### config.mk
export PLATFORM = sky130hd
export DESIGN_NAME = opmode_reg
export DESIGN_NICKNAME = d
export VERILOG_FILES = /design/src/rtl/opm_pkg.sv /design/src/rtl/opm_policy.sv /design/src/rtl/opm_state.sv /design/src/rtl/opm_readmux.sv /design/src/rtl/opmode_reg.sv
export SDC_FILE = /design/constraint.sdc
export NUM_CORES = 1
export LEC_CHECK = 0
export ABC_AREA = 1
export BUFFER_PORTS_ARGS = -buffer_cell sky130_fd_sc_hd__clkbuf_2
export CAP_MARGIN = 5
export CORE_AREA = 2 2 39 41
export DETAILED_ROUTE_END_ITERATION = 10
export DIE_AREA = 0 0 41 43
export PLACE_DENSITY = 0.62
export SETUP_SLACK_MARGIN = 0.4
export SLEW_MARGIN = 5
export SYNTH_ARGS = -nofsm -noshare
export SYNTH_HDL_FRONTEND = slang
export SYNTH_SLANG_ARGS = --single-unit
### constraint.sdc
create_clock -name clk -period 1.3 [get_ports clk]
set_input_delay 0 -clock clk [delete_from_list [all_inputs] [get_ports clk]]
set_output_delay 0 -clock clk [all_outputs]
set_load 0.1 [all_outputs]
### src/rtl/opm_pkg.sv
package opm_pkg;
  localparam int MODE_W = 3;

  typedef enum logic [MODE_W-1:0] {
    M_SPC_SC  = 3'b000,
    M_EMU_SC  = 3'b001,
    M_SPC_TST = 3'b010,
    M_EMU_EXP = 3'b011,
    M_NRM_SC  = 3'b100,
    M_NRM_EXP = 3'b101,
    M_RSV6    = 3'b110,
    M_RSV7    = 3'b111
  } opmode_e;

  localparam logic [MODE_W-1:0] UPGRADE_CODE = 3'b101;

  function automatic logic is_special(opmode_e m);
    return (m == M_SPC_SC) || (m == M_SPC_TST);
  endfunction

  function automatic logic is_emul(opmode_e m);
    return (m == M_EMU_SC) || (m == M_EMU_EXP);
  endfunction

  function automatic logic has_upgrade(opmode_e m);
    return (m == M_NRM_SC) || (m == M_EMU_SC);
  endfunction

  function automatic opmode_e upgrade_target(opmode_e m);
    return (m == M_EMU_SC) ? M_EMU_EXP : M_NRM_EXP;
  endfunction
endpackage

### src/rtl/opm_policy.sv
module opm_policy
  import opm_pkg::*;
(
  input  logic              clk,
  input  logic              rst_n,
  input  opmode_e           cur_mode,
  input  logic              lock_q,
  input  logic              secure,
  input  logic              wr_en,
  input  logic [MODE_W-1:0] wr_field,
  output logic              take,
  output opmode_e           nxt_mode,
  output logic              set_lock
);
  logic ev_special_wr;
  logic ev_legal_wr;
  logic ev_reject_wr;

  always_comb begin
    ev_special_wr = wr_en && is_special(cur_mode);
    ev_legal_wr   = wr_en && !is_special(cur_mode) && !lock_q && !secure &&
                    has_upgrade(cur_mode) && (wr_field == UPGRADE_CODE);
    ev_reject_wr  = wr_en && !is_special(cur_mode) && !ev_legal_wr;
    take          = ev_special_wr || ev_legal_wr;
    nxt_mode      = ev_special_wr ? opmode_e'(wr_field) : upgrade_target(cur_mode);
    set_lock      = ev_reject_wr;
  end

  // write outcomes are mutually exclusive
  p_one_outcome_r5: assert property (@(posedge clk) disable iff (!rst_n)
    $onehot0({ev_special_wr, ev_legal_wr, ev_reject_wr}));

  // a secured non-special write is always rejected
  p_secure_reject_r6: assert property (@(posedge clk) disable iff (!rst_n)
    (wr_en && secure && !is_special(cur_mode)) |-> (set_lock && !take));
endmodule

### src/rtl/opm_state.sv
module opm_state
  import opm_pkg::*;
(
  input  logic              clk,
  input  logic              rst_n,
  input  logic [MODE_W-1:0] mode_pins,
  input  logic              take,
  input  opmode_e           nxt_mode,
  input  logic              set_lock,
  output opmode_e           mode_q,
  output logic              lock_q
);
  always_ff @(posedge clk) begin
    if (!rst_n) begin
      mode_q <= opmode_e'(mode_pins);
      lock_q <= 1'b0;
    end else begin
      if (take)     mode_q <= nxt_mode;
      if (set_lock) lock_q <= 1'b1;
    end
  end

  // first cycle out of reset holds the last strapped value
  p_strap_capture_r1: assert property (@(posedge clk) disable iff (!rst_n)
    $rose(rst_n) |-> (mode_q == opmode_e'($past(mode_pins))));

  // the lock never clears outside reset
  p_lock_sticky_r10: assert property (@(posedge clk) disable iff (!rst_n)
    lock_q |=> lock_q);

  // a locked non-special mode does not move
  p_locked_hold_r5: assert property (@(posedge clk) disable iff (!rst_n)
    (lock_q && !is_special(mode_q)) |=> $stable(mode_q));

  // a secure write outside special modes leaves the mode alone
  p_secure_hold_r6: assert property (@(posedge clk) disable iff (!rst_n)
    (set_lock && !take) |=> ($stable(mode_q) && lock_q));
endmodule

### src/rtl/opm_readmux.sv
module opm_readmux
  import opm_pkg::*;
#(
  parameter int DATA_W = 8
) (
  input  logic              clk,
  input  logic              rst_n,
  input  opmode_e           mode_q,
  input  logic              wr_en,
  input  logic [DATA_W-1:0] ext_rd_data,
  output logic [DATA_W-1:0] rd_data,
  output logic              ext_wr_en
);
  localparam int PAD_W = DATA_W - MODE_W;

  logic              emul_active;
  logic [DATA_W-1:0] reg_view;

  always_comb begin
    emul_active = is_emul(mode_q);
    reg_view    = {mode_q, {PAD_W{1'b0}}};
    rd_data     = emul_active ? ext_rd_data : reg_view;
    ext_wr_en   = wr_en && emul_active;
  end

  // unimplemented low bits read zero outside emulation
  p_low_zero_r2: assert property (@(posedge clk) disable iff (!rst_n)
    !emul_active |-> (rd_data[PAD_W-1:0] == '0));

  // forwarding only in emulation modes
  p_fwd_emul_r8: assert property (@(posedge clk) disable iff (!rst_n)
    ext_wr_en |-> (wr_en && (mode_q == M_EMU_SC || mode_q == M_EMU_EXP)));
endmodule

### src/rtl/opmode_reg.sv
module opmode_reg #(
  parameter int DATA_W = 8
) (
  input  logic              clk,
  input  logic              rst_n,
  input  logic [2:0]        mode_pins,
  input  logic              secure,
  input  logic              wr_en,
  input  logic [DATA_W-1:0] wr_data,
  output logic [DATA_W-1:0] rd_data,
  input  logic [DATA_W-1:0] ext_rd_data,
  output logic              ext_wr_en,
  output logic [2:0]        mode
);
  import opm_pkg::*;

  localparam int FIELD_MSB = DATA_W - 1;

  opmode_e           mode_q;
  opmode_e           nxt_mode;
  logic              lock_q;
  logic              take;
  logic              set_lock;
  logic [MODE_W-1:0] wr_field;

  assign wr_field = wr_data[FIELD_MSB -: MODE_W];
  assign mode     = mode_q;

  opm_policy u_policy (
    .clk      (clk),
    .rst_n    (rst_n),
    .cur_mode (mode_q),
    .lock_q   (lock_q),
    .secure   (secure),
    .wr_en    (wr_en),
    .wr_field (wr_field),
    .take     (take),
    .nxt_mode (nxt_mode),
    .set_lock (set_lock)
  );

  opm_state u_state (
    .clk       (clk),
    .rst_n     (rst_n),
    .mode_pins (mode_pins),
    .take      (take),
    .nxt_mode  (nxt_mode),
    .set_lock  (set_lock),
    .mode_q    (mode_q),
    .lock_q    (lock_q)
  );

  opm_readmux #(.DATA_W(DATA_W)) u_rdmux (
    .clk         (clk),
    .rst_n       (rst_n),
    .mode_q      (mode_q),
    .wr_en       (wr_en),
    .ext_rd_data (ext_rd_data),
    .rd_data     (rd_data),
    .ext_wr_en   (ext_wr_en)
  );

  // an accepted upgrade from normal single-chip lands in normal expanded
  p_nrm_upgrade_r3: assert property (@(posedge clk) disable iff (!rst_n)
    (wr_en && mode_q == 3'b100 && !lock_q && !secure && wr_field == 3'b101)
      |=> (mode_q == 3'b101));

  // an accepted upgrade from emulation single-chip lands in emulation expanded
  p_emu_upgrade_r4: assert property (@(posedge clk) disable iff (!rst_n)
    (wr_en && mode_q == 3'b001 && !lock_q && !secure && wr_field == 3'b101)
      |=> (mode_q == 3'b011));

  // special modes take any requested value
  p_special_any_r7: assert property (@(posedge clk) disable iff (!rst_n)
    (wr_en && (mode_q == 3'b000 || mode_q == 3'b010)) |=> (mode_q == $past(wr_field)));

  // no write strobe, no mode change
  p_no_strobe_hold_r9: assert property (@(posedge clk) disable iff (!rst_n)
    (!wr_en && rst_n) |=> $stable(mode_q));
endmodule

Word-level counts from Yosys, hierarchy flattened --
Cells that the tools add are included. Widths: inputs -> output; s select.
Operators by class: reductions and logical operators 17, muxes and demuxes 5, eq/ne operators 6
Operators with widths (number):
- $mux 3 | 4
- $logic_and 1x1->1 | 8
- $mux 8 | 1
- $eq 3x2->1 const B | 2
- $eq 3x3->1 const B | 2
- $logic_not 1->1 | 4
- $logic_or 1x1->1 | 4
- $eq 3x1->1 const B | 1
- $logic_not 3->1 | 1
- $ne 2x1->1 const B | 1
Storage, ports and cells: input bits 23, logic and storage cells 30, register bits after elaboration 4

Logic depth before layout (Yosys ltp) --
Gate-level depths: netlist of the first run.
word-level depth 11, gate-level depth with buffers 7, gate-level depth less buffers 7

Hierarchy --
Synthesis of the first run repeated with hierarchy kept, for this count alone.
Second synthesis, totals: cell total of the unflattened synthesis 71, area, all modules 394.1 um^2
By module, submodules not included:
- opm_state | sequential area each 110.1 um^2, area an instance 165.2 um^2, cells each 18, times used 1
- opm_policy | sequential area each 0.0 um^2, area an instance 141.4 um^2, cells each 33, times used 1
- opm_readmux | sequential area each 0.0 um^2, area an instance 87.6 um^2, cells each 20, times used 1

Worst setup path before layout of the first run --
OpenSTA, ideal clock, no wires.
kind reg2out, from reg u_state.mode_q[1], to out rd_data[6], setup slack -1.953 ns, cell stages (with the launch flop) 3, buffers on the path 0, data arrival time 3.253 ns, cells stage by stage edfxtp_1 inv_1 o21ai_0
On the way: longest elaborated chain between the ends 3
RTL lines:
- start, declared | RTL line opm_state.sv:10 | output opmode_e mode_q,
- start signal, assigned | RTL line opm_state.sv:15 | mode_q <= opmode_e'(mode_pins);
- start signal, assigned | RTL line opm_state.sv:18 | if (take) mode_q <= nxt_mode;
- $eq 3x1->1 / $eq 3x2->1 (equally long branches) | RTL line opm_pkg.sv:22 | return (m == M_EMU_SC) || (m == M_EMU_EXP);
- $logic_or 1x1->1 | RTL line opm_pkg.sv:22
- $mux 8 * | RTL line opm_readmux.sv:22 | rd_data = emul_active ? ext_rd_data : reg_view;
- end, declared | RTL line opmode_reg.sv:10 | output logic [DATA_W-1:0] rd_data,
Every way passes the cells marked *; elsewhere a longest branch is shown, timed or not.

Worst setup path in the final report of the first run --
from reg u_state.mode_q[2], to out rd_data[3]
On the way: longest elaborated chain between the ends 3
RTL lines (RTL line):
- $eq 3x1->1 / $eq 3x2->1 (equally long branches) | opm_pkg.sv:22
- $logic_or 1x1->1 * | opm_pkg.sv:22
- $mux 8 * | opm_readmux.sv:22
Marked as above.

==> out/qor.yml, run 1 <==
outcome: "finished, violations left"
violations: "negative setup slack"
tightest_slew_ns: 0.165
grt_util_all_layers_pct: 13.7
min_to: "u_state.mode_q[1]"
start_kind: "flop"
n_antenna_cell: 0
syn_area_per_cell_sq_um: 5.85
num_vias: 483
grt.overflow.total: 0
fin_cells: 116
r2r_end: "u_state.mode_q[0]"
synth.cell_area_sq_um: 345
arrival_ns: 1.35
cts_sinks: 4
dieArea_sq_mm: 0.00176
crit_buf_inv: 3
antenna_left: 0
p_leak_nw: 0.458
dieWidth_um: 41
critPathSlowestCell: "edfxtp_1"
cts_inserted_buffers: 3
antenna_found_initial: 0
fin_nets: 124
finClkSkew_ns: 0.0123
rsz0062_at_grt: "yes"
area_growth_pct: 158
cp_common_cell: "nor2_4"
ys_seq_area_share_pct: 31.9
hold_ws_ns: 0.0424
gp_congestion: 0.733
r2r_slack_ns: 0.01
hold_path.startpoint: "mode_pins[1]"
fmax_ghz: 0.740
grt_pass1_wl_um: 1710
required_ns: 1.30
firstDrtPassIters: 4
cts_tree: "built"
worstHoldPathType: "in -> reg"
slowest_delay_ns: 0.43
synth_cell_type_count: 13
postLayoutCoreUtil_pct: 64.3
pin_count: 35
place_inst: 106
powerDensity_mw_per_mm2: 992
r2r_start: "u_state.mode_q[2]"
yosysWarnings: 0
preCtsSetupSlack_ns: 0.0248
drt_wl_total_um: 1020
rows: 14
r2r_cells: 6
vdd_drop_max_mv: 0.763
hold_viol_final: 0
whs_path_depth: 3
path_max_fanout: 3
drive_gt1_share_pct: 60.0
holdBufCountCts: 0
route.detailed.drc: 0
ys_ff_latch: 4
start_util_pct: 25.0
grt_max_degree: 6
mostFrequentLayoutCells: "nand2_1 (17), clkbuf_2 (17), inv_1 (13)"
htree_levels: 1
finalPower_w: 0.000883
io_buffers: 29
final.period_utilization_pct: 104
worstPathCellList: "nor2_4 > clkinvlp_4 > buf_6 > nor2_4 > buf_12"
worst_slack_ns: -0.0515
die_height_um: 43
n_fill_cell: 114
cts_max_path_buffers: 2
finalSetupViolCount: 6
synth_cells: 59
path_delay_family: "flip-flops"
wire_per_inst_um: 8.75
critPathKind: "reg -> out"
drv_cap: 0
cp-end-kind: "primary output"
via_per_inst: 4.16
cts_root_buffer: "clkbuf_4"
grt_pass1_vias: 475
period_minus_slack_ns: 1.35
clk_pin_slew_ns: 0.04
drt-initial-drc-count: 6
dp_hpwl_um: 867
drv_slew: 0
fp.coreArea_sq_mm: 0.00138
syn_nets: 82
slew_headroom_pct: 89.0
insertion_delay_ns: 0.24
per-layer routing:
layer,vias up,global-route usage [%],routed length (um)
met3,0,1.57,82
li1,258,-,-
met5,-,0,0
met4,0,4.00,0
met2,21,26.3,594
met1,204,14.1,339
per-stage QoR:
step	TNS, ns	cell area [sq um]
finish	-0.202	890
global route	-0.851	890
CTS	-0.234	878
detailed placement	0	729
global placement	0	729
floorplan	-9.11	409
worst max path at each step:
stage	to	slack, ns	startpoint	cells after the start
floorplan	ext_wr_en	-0.75	u_state.mode_q[0]	4
detailed placement	rd_data[1]	0.02	u_state.mode_q[0]	5
CTS	rd_data[3]	-0.05	u_state.mode_q[2]	5
finish	rd_data[3]	-0.05	u_state.mode_q[2]	5
global placement	rd_data[0]	0.06	u_state.mode_q[0]	5
global route	rd_data[3]	-0.11	u_state.mode_q[2]	5
tightest hold or removal path, cell delays in order:
cell	delay, ns
clkbuf_2	0.08
nand2_1	0.04
nand2_1	0.05
where the power goes:
group / total [W] / leakage, nW / switching (W) / internal (W)
clock network: 0.000166 / 0.0150 / 0.0000506 / 0.000115
registers: 0.000163 / 0.0379 / 0.0000105 / 0.000152
logic: 0.000554 / 0.405 / 0.000348 / 0.000206
flip-flops by register name (all words and copies together), names as in the netlist:
signal          cells
u_state.lock_q      1
u_state.mode_q      3
Yosys cell counts:
cell type,number,share of area (%)
o21ai_1,1,1.4
o21ai_0,2,2.9
dfxtp_1,1,5.8
inv_1,15,16
nor2_4,1,3.3
nand3_1,3,4.3
nand2_2,2,3.6
nor2_1,8,8.7
a21oi_1,2,2.9
nand3_2,1,2.9
inv_2,1,1.1
nand2_1,19,21
edfxtp_1,3,26
repair_timing:
item,4_1_cts,5_1_grt
pin swaps,2,0
setup buffers,6,0
setup endpoints to repair,19,19
gates resized for setup,17,3
cell type report:
type	count	area [sq um]	share of cell area [%]
clock buffer	4	26.3	2.95
inverter	16	63.8	7.17
multi-input combinational	39	272	30.5
sequential	4	110	12.4
tap	16	20.0	2.25
timing repair buffer	37	398	44.7
kinds of logic (layout without fill, tap and decap cells):
| kind of cell | after synthesis | in the layout | synth area share [%] |
|---|---|---|---|
| AOI/OAI and AO/OA | 5 | 5 | 7.25 |
| buffers and inverters | 16 | 57 | 17.4 |
| and+or+nand+nor | 34 | 34 | 43.5 |
| DFF | 4 | 4 | 31.9 |
(Power assumes the default switching activity.)
==> inputs of run 2 (changes only) <==
--- a/config.mk
+++ b/config.mk
@@ -13,6 +13,7 @@
 export DIE_AREA = 0 0 41 43
 export PLACE_DENSITY = 0.62
 export SETUP_SLACK_MARGIN = 0.4
+export SKIP_LAST_GASP = 1
 export SLEW_MARGIN = 5
 export SYNTH_ARGS = -nofsm -noshare
 export SYNTH_HDL_FRONTEND = slang
==> run 2 against run 1 <==
  * The run still ends with negative setup slack left
  * Register-to-register slack is essentially flat
  * Clock skew is the same
  * Cell count is the same
  * Die area is the same
  * Largest cell class unchanged
  * Worst setup slack gained 0.00078 ns
  * Maximum frequency is essentially flat
  * First-iteration DRC count grew 17%
  * Clock power is essentially flat
  * Largest power group unchanged
==> out/qor.yml, run 2 (synthesis results as in run 1) <==
swShare_pct: 46.7  # +0.29 points
grt_pass1_wl_um: 1670  # -2.5%
gp_congestion: 0.733  # unchanged
holdBufCountCts: 0  # unchanged
die_height_um: 43  # unchanged
cts_inserted_buffers: 3  # unchanged
layout_commonest_cell: "clkbuf_2"
area_growth_pct: 155
path_max_fanout: 3  # unchanged
tightest_slew_ns: 0.159  # -0.00537 ns
p_leak_nw: 0.458  # about the same
rsz0062_at_grt: "yes"
largest_reg_flops: 3  # unchanged
placement.cell_area_sq_um: 729  # unchanged
critPathKind: "reg -> out"
worstPathCellList: "nor2_4 > clkinvlp_4 > buf_6 > nor2_4 > buf_12"
grt.overflow.total: 0  # unchanged
cts_sinks: 4  # unchanged
htree_levels: 1  # unchanged
mostFrequentLayoutCells: "clkbuf_2 (17), nand2_1 (16), inv_1 (13)"
start_util_pct: 25.0  # unchanged
antenna_left: 0  # unchanged
wire_per_inst_um: 8.69  # -0.69%
critPathSlowestCell: "edfxtp_1"
slew_headroom_pct: 89.4  # +0.36 points
worstHoldPathType: "in -> reg"
stdcell_area_sq_um: 880  # -1.1%
firstDrtPassIters: 4  # unchanged
cp_common_cell: "nor2_4"
drt_wl_total_um: 1010  # -0.69%
pin_count: 35  # unchanged
num_vias: 479  # -0.83%
cts_root_buffer: "clkbuf_4"
finalSetupViolCount: 6  # unchanged
violations: "negative setup slack"
fin_nets: 124  # unchanged
period_minus_slack_ns: 1.35  # -0.000781 ns
drt-initial-drc-count: 7  # +1
hold_ws_ns: 0.0424  # -0.000000400 ns
antenna_found_initial: 0  # unchanged
seqPwrFrac_pct: 18.6  # about the same
met2_usage_pct: 26.3  # unchanged
regMostFlops: "u_state.mode_q"
fp.coreArea_sq_mm: 0.00138  # unchanged
required_ns: 1.30  # about the same
start_kind: "flop"
intPower_w: 0.000467  # -1.3%
grt_util_all_layers_pct: 13.4  # -0.30 points
drive_gt1_share_pct: 61.0  # +1.0 points
drv_slew: 0  # unchanged
insertion_delay_ns: 0.24  # about the same
via_per_inst: 4.13  # -0.83%
met3_usage_pct: 1.57  # unchanged
clk_pin_slew_ns: 0.04  # about the same
slowest_delay_ns: 0.43  # about the same
fin_cells: 116  # unchanged
hold_viol_final: 0  # unchanged
busiest_layer: "met2"
powerDensity_mw_per_mm2: 996  # +0.38%
cp-end-kind: "primary output"
grt_pass1_vias: 469  # -1.3%
largestRegisters: "u_state.mode_q x3, u_state.lock_q x1"
dieArea_sq_mm: 0.00176  # unchanged
p_comb_share_pct: 62.5  # -0.3 points
dp_hpwl_um: 867  # unchanged
route.detailed.drc: 0  # unchanged
io_buffers: 29  # unchanged
final.period_utilization_pct: 104  # about the same
worst_slack_ns: -0.0507  # +0.000781 ns
n_antenna_cell: 0  # unchanged
place_inst: 106  # unchanged
finClkSkew_ns: 0.0123  # unchanged
p_sw_w: 0.000409  # -0.12%
outcome: "finished, violations left"
pwr-share-clk_pct: 18.9  # about the same
rows: 14  # unchanged
arrival_ns: 1.35  # about the same
vdd_drop_max_mv: 0.753  # -1.3%
fmax_ghz: 0.740  # about the same
drv_cap: 0  # unchanged
cts_max_path_buffers: 2  # unchanged
grt_max_degree: 6  # unchanged
cts_tree: "built"
met1_usage_pct: 13.1  # -0.98 points
dieWidth_um: 41  # unchanged
==> run 2: per-stage QoR <==
stage	utilization, %	setup WS (ns)	TNS [ns]	total power [W]
global route	63.6	-0.113	-0.834	0.000918
detailed placement	52.7	0.0248	0	0.000647
finish	63.6	-0.0507	-0.197	0.000876
global placement	52.7	0.0591	0	0.000640
floorplan	-	-0.754	-9.11	0.000484
CTS	62.1	-0.0527	-0.234	0.000872
==> run 2: worst paths after layout <==
path / startpoint / to / slack [ns] / cells past startpoint
max: u_state.mode_q[2] / rd_data[3] / -0.05 / 5
min: mode_pins[1] / u_state.mode_q[1] / 0.04 / 3
max reg2reg: u_state.mode_q[2] / u_state.mode_q[0] / 0.01 / 6
min reg2reg: u_state.lock_q / u_state.lock_q / 0.49 / 2
==> run 2: critical path, delay by kind of cell (launching register included) <==
kind                   cells  cell delay, ns
buffers and inverters      3            0.43
flip-flops                 1            0.43
AND/OR/NAND/NOR            2            0.26
==> run 2: layout make-up <==
cell class                 count  area, sq um
multi-input combinational     39          272
timing repair buffer          37          388
sequential                     4          110
fill                         116          504
inverter                      16         63.8
clock buffer                   4         26.3
tap                           16         20.0
==> run 2: power by group through the flow <==
| stage | combinational (W) | clock [W] | sequential [W] |
|---|---|---|---|
| after global routing | 0.000573 | 0.000182 | 0.000164 |
| final | 0.000547 | 0.000166 | 0.000163 |
| after CTS | 0.000541 | 0.000169 | 0.000162 |
| after floorplan | 0.000260 | 0 | 0.000225 |
| after global placement | 0.000475 | 0 | 0.000166 |
| after detailed placement | 0.000480 | 0 | 0.000167 |
==> run 2: routing by layer <==
layer | share of wire (%) | wire (um)
met5 | 0 | 0
met4 | 0 | 0
met3 | 8.1 | 82
met2 | 59 | 597
met1 | 33 | 329
==> run 2: repair_timing <==
action	in CTS	in global routing
setup buffers	6	0
gates resized for setup	15	6
pin swaps	2	0
endpoints found under the setup margin	19	19
==> inputs of run 3 (changes only) <==
--- a/config.mk
+++ b/config.mk
@@ -12,7 +12,6 @@
 export DETAILED_ROUTE_END_ITERATION = 10
 export DIE_AREA = 0 0 41 43
 export PLACE_DENSITY = 0.62
-export SETUP_SLACK_MARGIN = 0.4
 export SKIP_LAST_GASP = 1
 export SLEW_MARGIN = 5
 export SYNTH_ARGS = -nofsm -noshare
==> run 3 against run 2 <==
  * The run still ends with negative setup slack left
  * Cell area down 7.5%
  * Non-clock buffer count down 1
  * Utilization down 4.8 points
  * Wire length down 4.6%
  * Worst hold slack better by 0.0013 ns
  * First-iteration DRC count down 57%
  * Via count down 1.9%
  * Critical endpoint unchanged
==> out/qor.yml, run 3 (synthesis results as in run 1) <==
wirelength_met1_um: 316  # -4.0%
dieArea_sq_mm: 0.00176  # unchanged
cts_sinks: 4  # unchanged
rsz0062_at_grt: "yes"
largest_reg_flops: 3  # unchanged
clk_pin_slew_ns: 0.04  # about the same
pin_count: 35  # unchanged
finClkSkew_ns: 0.0104  # -0.00191 ns
regMostFlops: "u_state.mode_q"
final.period_utilization_pct: 103  # -0.65 points
powerDensity_mw_per_mm2: 1030  # +3.0%
critPathKind: "reg -> out"
fp.coreArea_sq_mm: 0.00138  # unchanged
required_ns: 1.30  # about the same
slew_headroom_pct: 64.3  # -25 points
drt-initial-drc-count: 3  # -4
firstDrtPassIters: 4  # unchanged
fin_nets: 123  # -0.81%
start_kind: "flop"
via_per_inst: 4.09  # -1.0%
drv_slew: 0  # unchanged
grt.overflow.total: 0  # unchanged
cp-end-kind: "primary output"
area_growth_pct: 136
n_antenna_cell: 0  # unchanged
io_buffers: 29  # unchanged
die_height_um: 43  # unchanged
dieWidth_um: 41  # unchanged
start_util_pct: 25.0  # unchanged
antenna_left: 0  # unchanged
worstHoldPathType: "in -> reg"
dr_wl_met3_um: 78  # -4.9%
mostFrequentLayoutCells: "clkbuf_2 (18), nand2_1 (17), inv_1 (14)"
violations: "negative setup slack"
grt_util_all_layers_pct: 12.9  # -0.50 points
largestRegisters: "u_state.mode_q x3, u_state.lock_q x1"
gp_congestion: 0.733  # unchanged
fin_setup_tns_ns: -0.146  # +0.0510 ns
cts_inserted_buffers: 3  # unchanged
top_layer: "met3"
tightest_slew_ns: 0.538  # +0.378 ns
cts_root_buffer: "clkbuf_4"
drive_gt1_share_pct: 56.6  # -4.4 points
p_leak_nw: 0.435  # -5.1%
outcome: "finished, violations left"
antenna_found_initial: 0  # unchanged
drv_cap: 0  # unchanged
wl_met2_um: 566  # -5.2%
route.detailed.drc: 0  # unchanged
finalSetupViolCount: 6  # unchanged
layout_commonest_cell: "clkbuf_2"
num_vias: 470  # -1.9%
grt_max_degree: 6  # unchanged
hold_viol_final: 0  # unchanged
dp_hpwl_um: 867  # unchanged
arrival_ns: 1.34  # about the same
htree_levels: 1  # unchanged
period_minus_slack_ns: 1.34  # -0.00850 ns
wire_per_inst_um: 8.37  # -3.7%
rows: 14  # unchanged
insertion_delay_ns: 0.23  # about the same
drt_wl_total_um: 962  # -4.6%
cts_max_path_buffers: 2  # unchanged
path_max_fanout: 3  # unchanged
finalPower_w: 0.000834  # -4.8%
grt_pass1_vias: 449  # -4.3%
cts_tree: "built"
fmax_ghz: 0.745  # +0.63%
worst_slack_ns: -0.0422  # +0.00850 ns
grt_pass1_wl_um: 1590  # -4.6%
vdd_drop_max_mv: 0.791  # +5.1%
[run 3: cell count changes in the layout (fill, tap and decap cells not counted), sizes merged]
cell,before,now
clkbuf,21,22
buf,20,18
[run 3: routing by layer]
metal	GRT usage [%]	vias up
met2	25.6	21
met3	1.57	0
met5	0	-
li1	-	253
met4	4.00	0
met1	12.1	196
[run 3: path summary, 6_finish.rpt]
path,slack (ns),cells past startpoint,end,from
hold reg to reg,0.48,2,u_state.lock_q,u_state.lock_q
hold / removal,0.04,3,u_state.mode_q[1],mode_pins[1]
setup reg to reg,0.01,7,u_state.mode_q[2],u_state.mode_q[2]
setup / recovery,-0.04,5,rd_data[3],u_state.mode_q[2]
[run 3: repair_timing]
item / 4_1_cts / 5_1_grt
gates resized for setup: 3 / 3
setup endpoints to repair: 6 / 13
hold buffers: 0 / 0
setup buffers: 5 / 0
pin swaps: 2 / 0
[run 3: where the power goes]
part,internal (W),total [W],switching (W)
Clock,0.000115,0.000164,0.0000487
Sequential,0.000152,0.000161,0.00000885
Combinational,0.000174,0.000509,0.000335
Total,0.000441,0.000834,0.000393
[run 3: layout make-up]
| cell class | instances | area (sq um) |
|---|---|---|
| well taps | 16 | 20.0 |
| inverters | 16 | 63.8 |
| fillers | 129 | 571 |
| multi-input cells | 39 | 248 |
| flip-flops and latches | 4 | 110 |
| repair buffers | 36 | 345 |
| clock buffers | 4 | 26.3 |
[run 3: stage by stage]
step                cell area [sq um]  worst slack (ns)  instances  hold WS (ns)  util, %
finish                            813           -0.0422        115        0.0437     58.8
detailed placement                729            0.0248        106         0.285     52.7
floorplan                         409            -0.754         59         0.168        -
CTS                               805           -0.0527        115        0.0429     58.1
global route                      813            -0.113        115        0.0536     58.8
global placement                  729            0.0591        106         0.280     52.7
[run 3: critical path, cell delays in order (launching register included)]
cell and delay [ns]:
edfxtp_1 0.42, nor2_4 0.14, clkinvlp_4 0.11, buf_6 0.14, nor2_4 0.12, buf_12 0.18
